File: config.mk
export PLATFORM = sky130hd
export DESIGN_NAME = avs_timer
export DESIGN_NICKNAME = d
export VERILOG_FILES = /design/src/rtl/avs_pkg.sv /design/src/rtl/avs_regs.sv /design/src/rtl/avs_edge.sv /design/src/rtl/avs_counter.sv /design/src/rtl/avs_capture.sv /design/src/rtl/avs_timer.sv
export SDC_FILE = /design/constraint.sdc
export NUM_CORES = 1
export LEC_CHECK = 0
export ABC_AREA = 1
export BUFFER_PORTS_ARGS = -buffer_cell sky130_fd_sc_hd__buf_4
export CAP_MARGIN = 5
export CORE_MARGIN = 1.5
export CORE_UTILIZATION = 30
export DETAILED_ROUTE_END_ITERATION = 7
export HOLD_SLACK_MARGIN = 0.08
export PLACE_DENSITY = 0.6
export SLEW_MARGIN = 5
export SYNTH_ARGS = -nofsm -noshare
export SYNTH_HDL_FRONTEND = slang
export SYNTH_HIERARCHICAL = 1
export SYNTH_SLANG_ARGS = --single-unit
File: constraint.sdc
create_clock -name clk -period 2.1 [get_ports clk]
set_input_delay 0.315 -clock clk [delete_from_list [all_inputs] [get_ports clk]]
set_output_delay 0.315 -clock clk [all_outputs]
set_load 0.01 [all_outputs]
File: src/rtl/avs_pkg.sv
package avs_pkg;
    localparam int DLY_W  = 9;
    localparam int REG_W  = 8;
    localparam int DATA_W = 8;
    localparam int PH_W   = 2;

    typedef enum logic [1:0] {
        MODE_1X  = 2'd0,
        MODE_2X  = 2'd1,
        MODE_3X  = 2'd2,
        MODE_RSV = 2'd3
    } clk_mode_e;

    typedef struct packed {
        logic [DLY_W-1:0] dly;
        logic [PH_W-1:0]  div;
    } line_cfg_t;

    function automatic logic [PH_W-1:0] clocks_per_pixel(input clk_mode_e m);
        case (m)
            MODE_2X: return 2'd2;
            MODE_3X: return 2'd3;
            default: return 2'd1;
        endcase
    endfunction
endpackage

File: src/rtl/avs_regs.sv
module avs_regs
    import avs_pkg::*;
(
    input  logic             clk,
    input  logic             rst,
    input  logic             wr_en,
    input  logic             wr_sel,
    input  logic [REG_W-1:0] wr_data,
    input  logic             rd_sel,
    output logic [REG_W-1:0] rd_data,
    output logic [DLY_W-1:0] dly_live
);
    logic [REG_W-1:0] dly_lo;
    logic [2:0]       ovf;

    always_ff @(posedge clk) begin
        if (rst) begin
            dly_lo <= '0;
            ovf    <= '0;
        end else if (wr_en) begin
            if (wr_sel) ovf    <= wr_data[2:0];
            else        dly_lo <= wr_data;
        end
    end

    always_comb begin
        rd_data  = rd_sel ? {{(REG_W-3){1'b0}}, ovf} : dly_lo;
        dly_live = {ovf[2], dly_lo};
    end
endmodule

File: src/rtl/avs_edge.sv
module avs_edge (
    input  logic clk,
    input  logic rst,
    input  logic ref_sel,
    input  logic hsync,
    input  logic dstart,
    output logic ref_edge
);
    logic hs_q, ds_q;

    always_ff @(posedge clk) begin
        if (rst) begin
            hs_q <= 1'b0;
            ds_q <= 1'b0;
        end else begin
            hs_q <= hsync;
            ds_q <= dstart;
        end
    end

    always_comb ref_edge = ref_sel ? (dstart & ~ds_q) : (hsync & ~hs_q);

    AST_EDGE_SINGLE: assert property (@(posedge clk) disable iff (rst)
        ref_edge |=> !ref_edge);
endmodule

File: src/rtl/avs_counter.sv
module avs_counter
    import avs_pkg::*;
(
    input  logic             clk,
    input  logic             rst,
    input  logic             ref_edge,
    input  logic [DLY_W-1:0] dly_live,
    input  clk_mode_e        mode,
    output logic             sav_pulse,
    output logic             active
);
    line_cfg_t        cfg_s;
    logic [PH_W-1:0]  phase;
    logic [DLY_W-1:0] pix_cnt;
    logic             counting;
    logic             boundary;

    always_comb boundary = counting && (phase == cfg_s.div - 1'b1);

    always_ff @(posedge clk) begin
        if (rst) begin
            cfg_s     <= '{dly: '0, div: 2'd1};
            phase     <= '0;
            pix_cnt   <= '0;
            counting  <= 1'b0;
            sav_pulse <= 1'b0;
            active    <= 1'b0;
        end else begin
            sav_pulse <= 1'b0;
            if (ref_edge) begin
                cfg_s    <= '{dly: dly_live, div: clocks_per_pixel(mode)};
                phase    <= '0;
                pix_cnt  <= '0;
                counting <= 1'b1;
                active   <= 1'b0;
            end else if (counting) begin
                if (boundary) begin
                    phase <= '0;
                    if (pix_cnt == cfg_s.dly) begin
                        sav_pulse <= 1'b1;
                        active    <= 1'b1;
                        counting  <= 1'b0;
                    end else begin
                        pix_cnt <= pix_cnt + 1'b1;
                    end
                end else begin
                    phase <= phase + 1'b1;
                end
            end
        end
    end

    AST_SAV_ONE_CYCLE: assert property (@(posedge clk) disable iff (rst)
        sav_pulse |=> !sav_pulse);
    AST_SAV_WITH_ACTIVE: assert property (@(posedge clk) disable iff (rst)
        sav_pulse |-> active);
    AST_ACTIVE_HOLD: assert property (@(posedge clk) disable iff (rst)
        (active && !ref_edge) |=> active);
    AST_EDGE_RESTART: assert property (@(posedge clk) disable iff (rst)
        ref_edge |=> (!active && !sav_pulse));
    AST_PHASE_RANGE: assert property (@(posedge clk) disable iff (rst)
        counting |-> (phase < cfg_s.div));
endmodule

File: src/rtl/avs_capture.sv
module avs_capture
    import avs_pkg::*;
(
    input  logic              clk,
    input  logic              rst,
    input  logic              en,
    input  logic              latch_pos,
    input  logic [DATA_W-1:0] pix_in,
    output logic [DATA_W-1:0] pix_out
);
    logic [DATA_W-1:0] cap_p, cap_n;

    always_ff @(posedge clk) begin
        if (rst)     cap_p <= '0;
        else if (en) cap_p <= pix_in;
    end

    always_ff @(negedge clk) begin
        if (rst)     cap_n <= '0;
        else if (en) cap_n <= pix_in;
    end

    always_comb pix_out = latch_pos ? cap_p : cap_n;

    AST_CAPTURE_HOLD: assert property (@(posedge clk) disable iff (rst)
        !en |=> $stable(cap_p));
endmodule

File: src/rtl/avs_timer.sv
module avs_timer
    import avs_pkg::*;
(
    input  logic              clk,
    input  logic              rst,
    input  logic              wr_en,
    input  logic              wr_sel,
    input  logic [REG_W-1:0]  wr_data,
    input  logic              rd_sel,
    output logic [REG_W-1:0]  rd_data,
    input  logic [1:0]        clk_mode,
    input  logic              ref_sel,
    input  logic              latch_pos,
    input  logic              hsync,
    input  logic              dstart,
    input  logic [DATA_W-1:0] pix_in,
    output logic              sav_pulse,
    output logic              active,
    output logic [DATA_W-1:0] pix_out
);
    logic [DLY_W-1:0] dly_live;
    logic             ref_edge;

    avs_regs u_regs (
        .clk(clk), .rst(rst), .wr_en(wr_en), .wr_sel(wr_sel), .wr_data(wr_data),
        .rd_sel(rd_sel), .rd_data(rd_data), .dly_live(dly_live)
    );

    avs_edge u_edge (
        .clk(clk), .rst(rst), .ref_sel(ref_sel), .hsync(hsync),
        .dstart(dstart), .ref_edge(ref_edge)
    );

    avs_counter u_cnt (
        .clk(clk), .rst(rst), .ref_edge(ref_edge), .dly_live(dly_live),
        .mode(clk_mode_e'(clk_mode)), .sav_pulse(sav_pulse), .active(active)
    );

    avs_capture u_cap (
        .clk(clk), .rst(rst), .en(active), .latch_pos(latch_pos),
        .pix_in(pix_in), .pix_out(pix_out)
    );
endmodule

==> results by group, run 1 <==
GRT
  • Total GRT Usage: 12.0%
  • Largest net degree at the start of global routing: 18
  • First-pass GRT wire length: 8740 um
  • Remaining global-route overflow: 0
  • Number of global-route vias before repair: 2,018
  • Number of antenna violations at the first check in global routing: 0

Yosys
  • Ys flop type: dfxtp_1
  • FFs w/ async S/R, synth: 0%
  • Syn Nets: 382
  • Synthesized area: 0.00260 mm^2
  • Mean post-synth cell area: 7.37 um^2
  • Distinct cell type count after synthesis: 30
  • Sequential area share after synthesis: 41.6%
  • Post-synth EDFFs: 0
  • FF+latch count, synth: 54
  • Syn Inst Count: 353
  • Synth warn: 6
  • Top post-synthesis cells by area: dfxtp_1 42%, nand2_1 11%, inv_1 6.3%, nor2_1 6.1%, nand3_1 5.2%
  • Largest area contributor in the netlist: dfxtp_1
  • Share of the synthesized area in the top cell type: 41.6%
  • Count leader, synth: nand2_1
  • Post-synth top cells: 74 x nand2_1, 54 x dfxtp_1, 44 x inv_1

CTS
  • Clk sink count: 54
  • CTS tree: built
  • Reg clk slew, reported paths: 90 ps
  • Worst-case clock buffer depth: 2
  • H-tree depth: 2
  • CTS buffer count: 5
  • Worst-skew pair later-pin latency: 370 ps
  • Root buffer selected by CTS: clkbuf_8

Pwr
  • Power density cells: 645 mW/mm^2
  • Leak Pwr: 0.00137 uW
  • Peak supply drop: 233 uV

Cells and area
  • Area growth syn-to-layout: 21.8%
  • Fill cell count: 873
  • Antenna diode count: 0
  • Nets: 435
  • Layout Cells excl Fill: 512
  • Fraction of layout cells with a size suffix above 1: 28.0%

Setup path
  • Startpoint Class: flip-flop
  • Crit path arrival time: 2010 ps
  • Worst R2R End: u_cap/cap_n[5]
  • Crit path max fanout: 2
  • Worst flop-to-flop path startpoint: u_cnt/active
  • Worst Setup End Kind: output pin
  • Crit path to: pix_out[7]
  • R2R cell count: 4
  • WP data required: 1780 ps
  • Crit path kind: flip-flop to output pin
  • Worst Setup SP: u_cap/cap_n[7]
  • Setup slack, reg-to-reg: 240 ps

Placed design
  • Pre-CTS setup slack: 104 ps
  • Input/output buffers: 44
  • Post-DP HPWL: 3780 um
  • Final GP Congestion: 0.782
  • Placed insts: 490

Die
  • Starting Density: 31.3%
  • Die height: 96.1 um
  • Core area: 0.00830 mm^2
  • Ports: 45
  • FP Rows: 33
  • Die X: 96.1 um
  • Die Footprint: 0.00924 mm^2

Flow run
  • Max cap viols: 0

Route
  • Vias/cell: 4.36
  • DR iter-0 viols: 123
  • WL per Instance: 10.1 um
  • DRT Pass-1 Iters: 4
  • Drt total wl: 5180 um
  • Drt drc: 0
  • Via count: 2,233
  • Routed Antenna Nets: 0

Outcome
  • Failing checks: negative setup slack
  • Outcome: complete, but fails checks

Timing
  • Hold_ws: 218 ps
  • RSZ-0062 raised after global routing: yes
  • Final hold vios: 0
  • Slew Viols, Final: 0
  • Worst Max-Slew Pin Slew: 393 ps
  • Worst clock skew: 67.8 ps
  • Setup-failing EPs final: 8
  • Final setup margin: -223 ps
  • Max_slew headroom: 73.8%

Hold path
  • Hold path start: dstart
  • Worst Hold Class: input pin to flip-flop
## stage by stage
| step | setup TNS [ps] | total power [uW] | cell area (um^2) | utilization [%] |
|---|---|---|---|---|
| floorplan | 0 | 1350 | 2600 | - |
| global placement | 0 | 1440 | 2980 | 35.9 |
| detailed placement | 0 | 1440 | 2980 | 35.9 |
| CTS | -1830 | 2070 | 3150 | 37.9 |
| global route | -2160 | 2160 | 3170 | 38.2 |
| finish | -1660 | 2040 | 3170 | 38.2 |
## worst min-delay path by stage
stage,slack (ps),to,depth (start not counted)
floorplan,380,u_cnt/cfg_s[6],1
CTS,210,u_edge/ds_q,3
global route,210,u_edge/ds_q,3
global placement,450,u_cap/cap_n[7],2
finish,220,u_edge/ds_q,3
detailed placement,450,u_cap/cap_p[7],2
## power by group
group,internal (uW),total (uW),switching (uW),leakage [uW]
Sequential,1070,1100,29.6,0.000444
Combinational,123,300,177,0.000832
Clock,259,644,384,0.0000911
Total,1450,2040,591,0.00137
## worst max-delay path, cell delays in order (launching register included)
cell     delay [ps]
dfxtp_2         320
inv_2            30
o21ai_2         110
buf_4           120
## layout by cell type, fill, tap and decap left out, types with 2 or more instances in the layout
cell	instances
dfxtp_2	8
a21oi_2	12
o21ai_2	3
buf_4	52
nor2_4	2
dfxtp_1	46
inv_1	45
clkbuf_8	5
a21oi_1	23
nor2_1	42
o21ai_1	5
nand2_1	74
xor2_1	5
nand2_4	2
ha_1	2
inv_2	9
o21ai_0	15
xnor2_1	7
nand2_2	12
nand3_1	27
## final cells by class
type	instances	area, um^2	share of cell area, %
Multi-Input combinational cell	237	1230	38.8
Sequential cell	54	1090	34.4
Timing Repair Buffer	53	410	13.0
Inverter	47	184	5.81
Tap cell	105	131	4.15
Clock buffer	5	68.8	2.17
Clock inverter	11	52.6	1.66
## registers in the layout (all words and copies together) (netlist names)
register,count
u_cnt/cfg_s,11
u_cap/cap_p,8
u_cnt/active,1
u_edge/hs_q,1
u_regs/dly_lo,8
u_cnt/sav_pulse,1
u_cnt/phase,2
u_regs/ovf,3
u_cnt/pix_cnt,9
u_cap/cap_n,8
u_edge/ds_q,1
u_cnt/counting,1
## metal layers
metal | up-vias | GRT usage (%) | routed length [um]
li1 | 1207 | - | -
met1 | 970 | 14.8 | 2470
met2 | 50 | 20.5 | 2390
met5 | - | 0 | 0
met3 | 6 | 2.61 | 256
met4 | 0 | 4.29 | 63
## cells by family (layout without fill, tap and decap cells)
family,after synthesis,after routing,share of synthesized area [%]
AO/OA/AOI/OAI,60,60,13.8
XOR/XNOR,13,13,4.67
adder cells (fa/ha/maj),2,2,0.962
buffers and inverters,62,116,11.6
flip-flops,54,54,41.6
AND/OR/NAND/NOR,162,162,27.4
## what timing repair did
action / 4_1_cts / 5_1_grt
pin swaps: 2 / 3
setup endpoints to repair: 8 / 8
gates resized for setup: 8 / 9
hold buffers: 0 / 0
setup buffers: 6 / 1
(Power assumes the default switching activity.)
==> inputs of run 2 (changes only) <==
--- a/config.mk
+++ b/config.mk
@@ -5,14 +5,15 @@
 export SDC_FILE = /design/constraint.sdc
 export NUM_CORES = 1
 export LEC_CHECK = 0
-export ABC_AREA = 1
 export BUFFER_PORTS_ARGS = -buffer_cell sky130_fd_sc_hd__buf_4
 export CAP_MARGIN = 5
+export CELL_PAD_IN_SITES_DETAIL_PLACEMENT = 0
+export CELL_PAD_IN_SITES_GLOBAL_PLACEMENT = 1
 export CORE_MARGIN = 1.5
-export CORE_UTILIZATION = 30
+export CORE_UTILIZATION = 45
 export DETAILED_ROUTE_END_ITERATION = 7
 export HOLD_SLACK_MARGIN = 0.08
-export PLACE_DENSITY = 0.6
+export PLACE_DENSITY = 0.95
 export SLEW_MARGIN = 5
 export SYNTH_ARGS = -nofsm -noshare
 export SYNTH_HDL_FRONTEND = slang
==> results by group, run 2 <==
GRT
  • Number of global-route vias before repair: 1,894 (was 2,018)
  • GRT busiest layer: met2 (unchanged)
  • First-pass GRT wire length: 7960 um (was 8740 um)
  • Number of antenna violations at the first check in global routing: 0 (unchanged)
  • Remaining global-route overflow: 0 (unchanged)
  • Largest net degree at the start of global routing: 36 (was 18)
  • Met2 Track Usage GR: 30.4% (was 20.5%)
  • Grt met1 use: 18.4% (was 14.8%)
  • Total GRT Usage: 16.3% (was 12.0%)
  • Met3 usage: 3.69% (was 2.61%)

CTS
  • Worst-case clock buffer depth: 2 (unchanged)
  • CTS buffer count: 5 (unchanged)
  • Reg clk slew, reported paths: 100 ps (was 90 ps)
  • CTS tree: built (unchanged)
  • H-tree depth: 2 (unchanged)
  • Root buffer selected by CTS: clkbuf_8 (unchanged)
  • Hold buffer count at cts: 0 (unchanged)
  • Worst-skew pair later-pin latency: 370 ps (about the same)
  • Clk sink count: 54 (unchanged)

Route
  • WL per Instance: 12.3 um (was 10.1 um)
  • Drt drc: 0 (unchanged)
  • Routed Antenna Nets: 0 (unchanged)
  • DRT Pass-1 Iters: 4 (unchanged)
  • Vias/cell: 5.18 (was 4.36)
  • DR iter-0 viols: 64 (was 123)
  • Drt total wl: 4660 um (was 5180 um)
  • Via count: 1,968 (was 2,233)

Timing
  • Worst Max-Slew Pin Slew: 406 ps (was 393 ps)
  • Final hold vios: 0 (unchanged)
  • Final setup margin: -330 ps (was -223 ps)
  • Slew Viols, Final: 0 (unchanged)
  • Worst clock skew: 68.8 ps (was 67.8 ps)
  • Max_slew headroom: 72.8% (was 73.8%)
  • RSZ-0062 raised after global routing: yes (unchanged)
  • Setup-failing EPs final: 8 (unchanged)

Pwr
  • Power density cells: 666 mW/mm^2 (was 645 mW/mm^2)
  • P_sw: 545 uW (was 591 uW)
  • Logic gate share of total power: 14.3% (was 14.7%)
  • Net Sw Frac: 27.0% (was 28.9%)
  • Total power: 2020 uW (was 2040 uW)
  • Peak supply drop: 411 uV (was 233 uV)
  • Seq pwr share: 54.1% (was 53.8%)
  • Leak Pwr: 0.00128 uW (was 0.00137 uW)
  • Clock network power share: 31.7% (was 31.5%)
  • Int Pwr: 1470 uW (was 1450 uW)

Flow run
  • Max cap viols: 0 (unchanged)

Cells and area
  • Most common cell after layout, fill and taps aside: dfxtp_1 (was nand2_1)
  • Fraction of layout cells with a size suffix above 1: 26.8% (was 28.0%)
  • Area growth syn-to-layout: 22.8% (was 21.8%)
  • Top flop regs: u_cnt/cfg_s (11), u_cnt/pix_cnt (9) (unchanged)
  • Max reg flops: 11 (unchanged)
  • Largest Register: u_cnt/cfg_s (unchanged)
  • Commonest cells after routing, fill and taps aside: 49 x dfxtp_1, 40 x buf_4, 29 x nand2b_1, 24 x a21oi_1, 17 x nor2_1 (was 74 x nand2_1, 52 x buf_4, 46 x dfxtp_1, 45 x inv_1, 42 x nor2_1)
  • Antenna diode count: 0 (unchanged)
  • Nets: 338 (was 435)
  • Core Util, Final: 58.2% (was 38.2%)

Die
  • Ports: 45 (unchanged)
  • Die X: 77.0 um (was 96.1 um)
  • Die Footprint: 0.00593 mm^2 (was 0.00924 mm^2)
  • Core area: 0.00520 mm^2 (was 0.00830 mm^2)
  • FP Rows: 26 (was 33)
  • Die height: 77.0 um (was 96.1 um)
  • Starting Density: 47.4% (was 31.3%)

Placed design
  • Final GP Congestion: 0.783 (was 0.782)
  • Input/output buffers: 44 (unchanged)
  • Post-DP HPWL: 3370 um (was 3780 um)

Hold path
  • Worst Hold Class: input pin to flip-flop (unchanged)
  • Worst Hold Depth: 2 (was 3)
  • Hold path start: dstart (unchanged)
  • Hold path endpoint: u_edge/ds_q (unchanged)

Yosys
  • Distinct cell type count after synthesis: 41 (was 30)
  • Sequential area share after synthesis: 43.8% (was 41.6%)
  • Share of the synthesized area in the top cell type: 43.8% (was 41.6%)
  • Largest area contributor in the netlist: dfxtp_1 (unchanged)
  • Synth warn: 6 (unchanged)
  • Synthesized area: 0.00247 mm^2 (was 0.00260 mm^2)
  • Mean post-synth cell area: 9.45 um^2 (was 7.37 um^2)
  • Syn Nets: 290 (was 382)
  • Count leader, synth: dfxtp_1 (was nand2_1)
  • Syn Inst Count: 261 (was 353)
  • FF+latch count, synth: 54 (unchanged)
  • Post-synth EDFFs: 0 (unchanged)
  • FFs w/ async S/R, synth: 0% (unchanged)
  • Top post-synthesis cells by area: dfxtp_1 44%, nand2b_1 7.4%, mux2i_1 6.5%, a21oi_1 4.9%, mux2_2 4.1% (was dfxtp_1 42%, nand2_1 11%, inv_1 6.3%, nor2_1 6.1%, nand3_1 5.2%)
  • Ys flop type: dfxtp_1 (unchanged)
  • Post-synth top cells: 54 x dfxtp_1, 29 x nand2b_1, 24 x a21oi_1 (was 74 x nand2_1, 54 x dfxtp_1, 44 x inv_1)

Setup path
  • Crit path arrival time: 2110 ps (was 2010 ps)
  • Crit path max fanout: 2 (unchanged)
  • Worst R2R End: u_cnt/pix_cnt[8] (was u_cap/cap_n[5])
  • Startpoint Class: flip-flop (unchanged)
  • Worst Setup End Kind: output pin (unchanged)
  • R2R cell count: 6 (was 4)
  • Setup slack, reg-to-reg: 240 ps (about the same)
  • Crit path kind: flip-flop to output pin (unchanged)
  • WP data required: 1780 ps (about the same)
  • Worst flop-to-flop path startpoint: u_cnt/cfg_s[1] (was u_cnt/active)

Outcome
  • Outcome: complete, but fails checks (unchanged)
  • Failing checks: negative setup slack (unchanged)
==> run 2: final cells by class <==
type / count / area, um^2
well taps: 70 / 87.6
multi-input cells: 186 / 1300
repair buffers: 49 / 410
flip-flops and latches: 54 / 1090
inverters: 5 / 18.8
fillers: 469 / 2180
clock buffers: 5 / 68.8
clock inverters: 11 / 52.6
==> run 2: timing repair <==
action	in CTS	in global routing
gates cloned	0	0
endpoints found under the setup margin	8	8
setup buffers	1	0
gates resized for setup	18	3
pin swaps	0	0
==> run 2: power groups by stage <==
stage                     clock, uW  sequential, uW  combinational (uW)
after floorplan                26.4            1110                 185
after global placement         26.4            1110                 272
after detailed placement       26.4            1110                 275
after CTS                       659            1090                 289
after global routing            713            1100                 314
final                           639            1090                 288
==> run 2: stage by stage <==
stage	std cells	setup TNS, ps	hold slack (ps)	instance area, um^2	worst slack, ps
finish	380	-2550	243	3030	-330
global route	380	-2890	236	3030	-374
CTS	380	-2570	239	3030	-334
detailed placement	364	0	461	2840	42.6
global placement	364	0	455	2840	50.2
floorplan	261	0	382	2470	134
==> run 2: kinds of logic (layout without fill, tap and decap cells) <==
logic type	after synthesis	after routing	share of synthesized area, %
multiplexers	28	28	12.0
flip-flops	54	54	43.8
buffers and inverters	21	70	4.52
AO/OA/AOI/OAI	46	46	11.1
AND/OR/NAND/NOR	99	99	23.7
XOR/XNOR	11	11	3.91
adder cells (fa/ha/maj)	2	2	1.01
==> run 2: critical path: stages (launching register included) <==
cell	delay [ps]
dfxtp_2	310
mux2_4	260
buf_6	120
==> run 2: per-layer routing <==
| layer | vias up | part of all wire (%) |
|---|---|---|
| met5 | - | 0 |
| met4 | 0 | 0.81 |
| met3 | 5 | 3.5 |
| met2 | 35 | 51 |
| met1 | 928 | 44 |
| li1 | 1000 | - |
==> run 2: how the worst max path moves through the flow <==
stage | start | to | slack [ps] | depth (start not counted)
final | u_cap/cap_n[1] | pix_out[1] | -330 | 2
after global routing | u_cap/cap_n[3] | pix_out[3] | -370 | 2
after CTS | u_cap/cap_n[1] | pix_out[1] | -330 | 2
after detailed placement | u_cap/cap_n[7] | pix_out[7] | 40 | 2
after global placement | u_cap/cap_n[7] | pix_out[7] | 50 | 2
after floorplan | u_cnt/active | u_cap/cap_n[6] | 130 | 3
==> inputs of run 3 (changes only) <==
--- a/config.mk
+++ b/config.mk
@@ -7,10 +7,10 @@
 export LEC_CHECK = 0
 export BUFFER_PORTS_ARGS = -buffer_cell sky130_fd_sc_hd__buf_4
 export CAP_MARGIN = 5
-export CELL_PAD_IN_SITES_DETAIL_PLACEMENT = 0
-export CELL_PAD_IN_SITES_GLOBAL_PLACEMENT = 1
+export CELL_PAD_IN_SITES_DETAIL_PLACEMENT = 1
+export CELL_PAD_IN_SITES_GLOBAL_PLACEMENT = 2
 export CORE_MARGIN = 1.5
-export CORE_UTILIZATION = 45
+export CORE_UTILIZATION = 36
 export DETAILED_ROUTE_END_ITERATION = 7
 export HOLD_SLACK_MARGIN = 0.08
 export PLACE_DENSITY = 0.95
==> constraint.sdc (replaced) <==
create_clock -name clk -period 2.1 [get_ports clk]
set_input_delay 0.105 -clock clk [delete_from_list [all_inputs] [get_ports clk]]
set_output_delay 0.105 -clock clk [all_outputs]
set_load 0.01 [all_outputs]
==> results by group, run 3 (synthesis results as in run 2) <==
Outcome
  • Outcome: complete, but fails checks (unchanged)
  • Failing checks: negative setup slack (unchanged)

Route
  • Vias/cell: 5.09 (was 5.18)
  • WL per Instance: 14.3 um (was 12.3 um)
  • Drt total wl: 5720 um (was 4660 um)
  • Routed Antenna Nets: 0 (unchanged)
  • DR iter-0 viols: 31 (was 64)
  • DR WL met2: 2960 um (was 2390 um)
  • DRT Pass-1 Iters: 4 (unchanged)
  • Met1 WL: 2580 um (was 2070 um)
  • Drt drc: 0 (unchanged)
  • DR WL met3: 145 um (was 164 um)
  • Max Used Layer: met4 (unchanged)
  • Via count: 2,035 (was 1,968)

GRT
  • Total GRT Usage: 16.6% (was 16.3%)
  • Remaining global-route overflow: 0 (unchanged)
  • Number of antenna violations at the first check in global routing: 0 (unchanged)
  • Number of global-route vias before repair: 2,089 (was 1,894)
  • First-pass GRT wire length: 9720 um (was 7960 um)
  • Largest net degree at the start of global routing: 36 (unchanged)

Setup path
  • Worst flop-to-flop path startpoint: u_cnt/active (was u_cnt/cfg_s[1])
  • Crit path kind: flip-flop to output pin (unchanged)
  • Max incr delay on CP: 320 ps (was 310 ps)
  • Worst R2R End: u_cap/cap_n[4] (was u_cnt/pix_cnt[8])
  • Top Family by Delay on Critical Path: flip-flops (unchanged)
  • Worst Setup End Kind: output pin (unchanged)
  • Crit path arrival time: 2140 ps (was 2110 ps)
  • Setup slack, reg-to-reg: 210 ps (was 240 ps)
  • Worst path slowest cell: dfxtp_2 (unchanged)
  • R2R cell count: 3 (was 6)
  • WP data required: 2000 ps (was 1780 ps)
  • Startpoint Class: flip-flop (unchanged)
  • CP Cell Sequence: mux2_4, buf_6 (unchanged)
  • Crit path max fanout: 2 (unchanged)
  • WP buf/inv: 1 (unchanged)

CTS
  • Root buffer selected by CTS: clkbuf_8 (unchanged)
  • H-tree depth: 2 (unchanged)
  • Clk sink count: 54 (unchanged)
  • Worst-case clock buffer depth: 2 (unchanged)
  • CTS buffer count: 5 (unchanged)
  • Reg clk slew, reported paths: 110 ps (was 100 ps)
  • Worst-skew pair later-pin latency: 380 ps (was 370 ps)
  • CTS tree: built (unchanged)

Timing
  • Final hold vios: 0 (unchanged)
  • RSZ-0062 raised after global routing: yes (unchanged)
  • Setup-failing EPs final: 8 (unchanged)
  • Max_slew headroom: 72.1% (was 72.8%)
  • Final setup margin: -147 ps (was -330 ps)
  • Slew Viols, Final: 0 (unchanged)
  • Hold_ws: 89.1 ps (was 243 ps)
  • Worst Max-Slew Pin Slew: 417 ps (was 406 ps)
  • Fin Setup TNS: -1010 ps (was -2550 ps)
  • Worst clock skew: 68.0 ps (was 68.8 ps)

Cells and area
  • Footprint of the multi-input gates: 0.00130 mm^2 (unchanged)
  • Commonest cells after routing, fill and taps aside: 49 x dfxtp_1, 40 x buf_4, 29 x nand2b_1, 24 x a21oi_1, 17 x nor2_1 (unchanged)
  • Nets: 351 (was 338)
  • Antenna diode count: 0 (unchanged)
  • Core Util, Final: 48.8% (was 58.2%)
  • Fraction of layout cells with a size suffix above 1: 25.7% (was 26.8%)
  • Top flop regs: u_cnt/cfg_s (11), u_cnt/pix_cnt (9) (unchanged)
  • Layout Cells excl Fill: 400 (was 380)
  • Max reg flops: 11 (unchanged)
  • Post-route cell area: 0.00317 mm^2 (was 0.00303 mm^2)
  • Fill cell count: 749 (was 469)
  • Largest Register: u_cnt/cfg_s (unchanged)
  • Flip-flop and latch area: 0.00109 mm^2 (unchanged)
  • Area growth syn-to-layout: 28.5% (was 22.8%)
  • Most common cell after layout, fill and taps aside: dfxtp_1 (unchanged)

Placed design
  • Placed insts: 371 (was 364)
  • Post-DP HPWL: 3830 um (was 3370 um)
  • Final GP Congestion: 0.729 (was 0.783)
  • Placement Cell Area: 0.00285 mm^2 (was 0.00284 mm^2)
  • Input/output buffers: 44 (unchanged)

Pwr
  • Logic gate share of total power: 15.1% (was 14.3%)
  • Seq pwr share: 52.3% (was 54.1%)
  • Leak Pwr: 0.00133 uW (was 0.00128 uW)
  • Net Sw Frac: 28.3% (was 27.0%)
  • Peak supply drop: 322 uV (was 411 uV)
  • Int Pwr: 1490 uW (was 1470 uW)
  • P_sw: 589 uW (was 545 uW)
  • Clock network power share: 32.5% (was 31.7%)
  • Power density cells: 657 mW/mm^2 (was 666 mW/mm^2)

Die
  • Die X: 85.8 um (was 77.0 um)
  • Die Footprint: 0.00736 mm^2 (was 0.00593 mm^2)
  • FP Rows: 29 (was 26)
  • Die height: 85.8 um (was 77.0 um)
  • Ports: 45 (unchanged)
  • Starting Density: 38.0% (was 47.4%)
  • Core area: 0.00649 mm^2 (was 0.00520 mm^2)

Flow run
  • Max cap viols: 0 (unchanged)

Hold path
  • Worst Hold Class: input pin to flip-flop (unchanged)
  • Hold path endpoint: u_cap/cap_p[0] (was u_edge/ds_q)
  • Hold path start: pix_in[0] (was dstart)
  • Worst Hold Depth: 3 (was 2)
run 3: cell count changes in the layout (fill, tap and decap cells not counted):
cell           previous run  this run
dlygate4sd3_1             0        13
inv_4                     0         2
clkinv_2                  1         0
clkinv_4                  1         0
inv_6                     1         0
inv_8                     0         1
run 3: cell type report:
| class | count | share of cell area [%] |
|---|---|---|
| clock inverter | 11 | 1.70 |
| inverter | 5 | 0.592 |
| clock buffer | 5 | 2.17 |
| multi-input combinational | 186 | 41.1 |
| tap | 77 | 3.04 |
| sequential | 54 | 34.3 |
| timing repair buffer | 62 | 17.1 |
run 3: layer usage:
| metal | up-vias | GRT usage (%) |
|---|---|---|
| li1 | 1016 | - |
| met1 | 992 | 19.8 |
| met2 | 25 | 30.1 |
| met3 | 2 | 4.04 |
| met4 | 0 | 3.96 |
| met5 | - | 0 |
run 3: how the worst max path moves through the flow:
stage / from / end / slack, ps / depth (start not counted)
floorplan: u_cnt/active / u_cap/cap_n[6] / 130 / 3
global placement: u_cnt/active / u_cap/cap_n[7] / 230 / 3
detailed placement: u_cnt/active / u_cap/cap_n[7] / 180 / 3
CTS: u_cap/cap_n[2] / pix_out[2] / -130 / 2
global route: u_cap/cap_n[3] / pix_out[3] / -180 / 2
finish: u_cap/cap_n[3] / pix_out[3] / -150 / 2
run 3: through the flow:
stage                     total power [uW]  setup slack [ps]
after detailed placement              1420               178
after global routing                  2190              -176
final                                 2080              -147
after global placement                1410               226
after CTS                             2100              -131
after floorplan                       1320               134
run 3: repair_timing:
action                                  in CTS  in global routing
endpoints found under the setup margin       8                  8
setup buffers                                1                  0
hold buffers                                13                  0
cloned                                       0                  0
gates resized for setup                     17                  4
hold endpoints to repair                    13                  0
run 3: worst register-to-register path: cells and delay by family, from the launching register on:
family,cells,cell delay [ps]
AO/OA/AOI/OAI,1,160
buffers and inverters,1,160
flip-flops,1,350
AND/OR/NAND/NOR,1,150
run 3: power groups by stage:
stage	Combinational [uW]	Sequential, uW	Clock (uW)
after floorplan	185	1110	26.4
after global placement	275	1110	26.4
after detailed placement	283	1110	26.4
after CTS	315	1090	694
after global routing	346	1100	750
final	315	1090	677
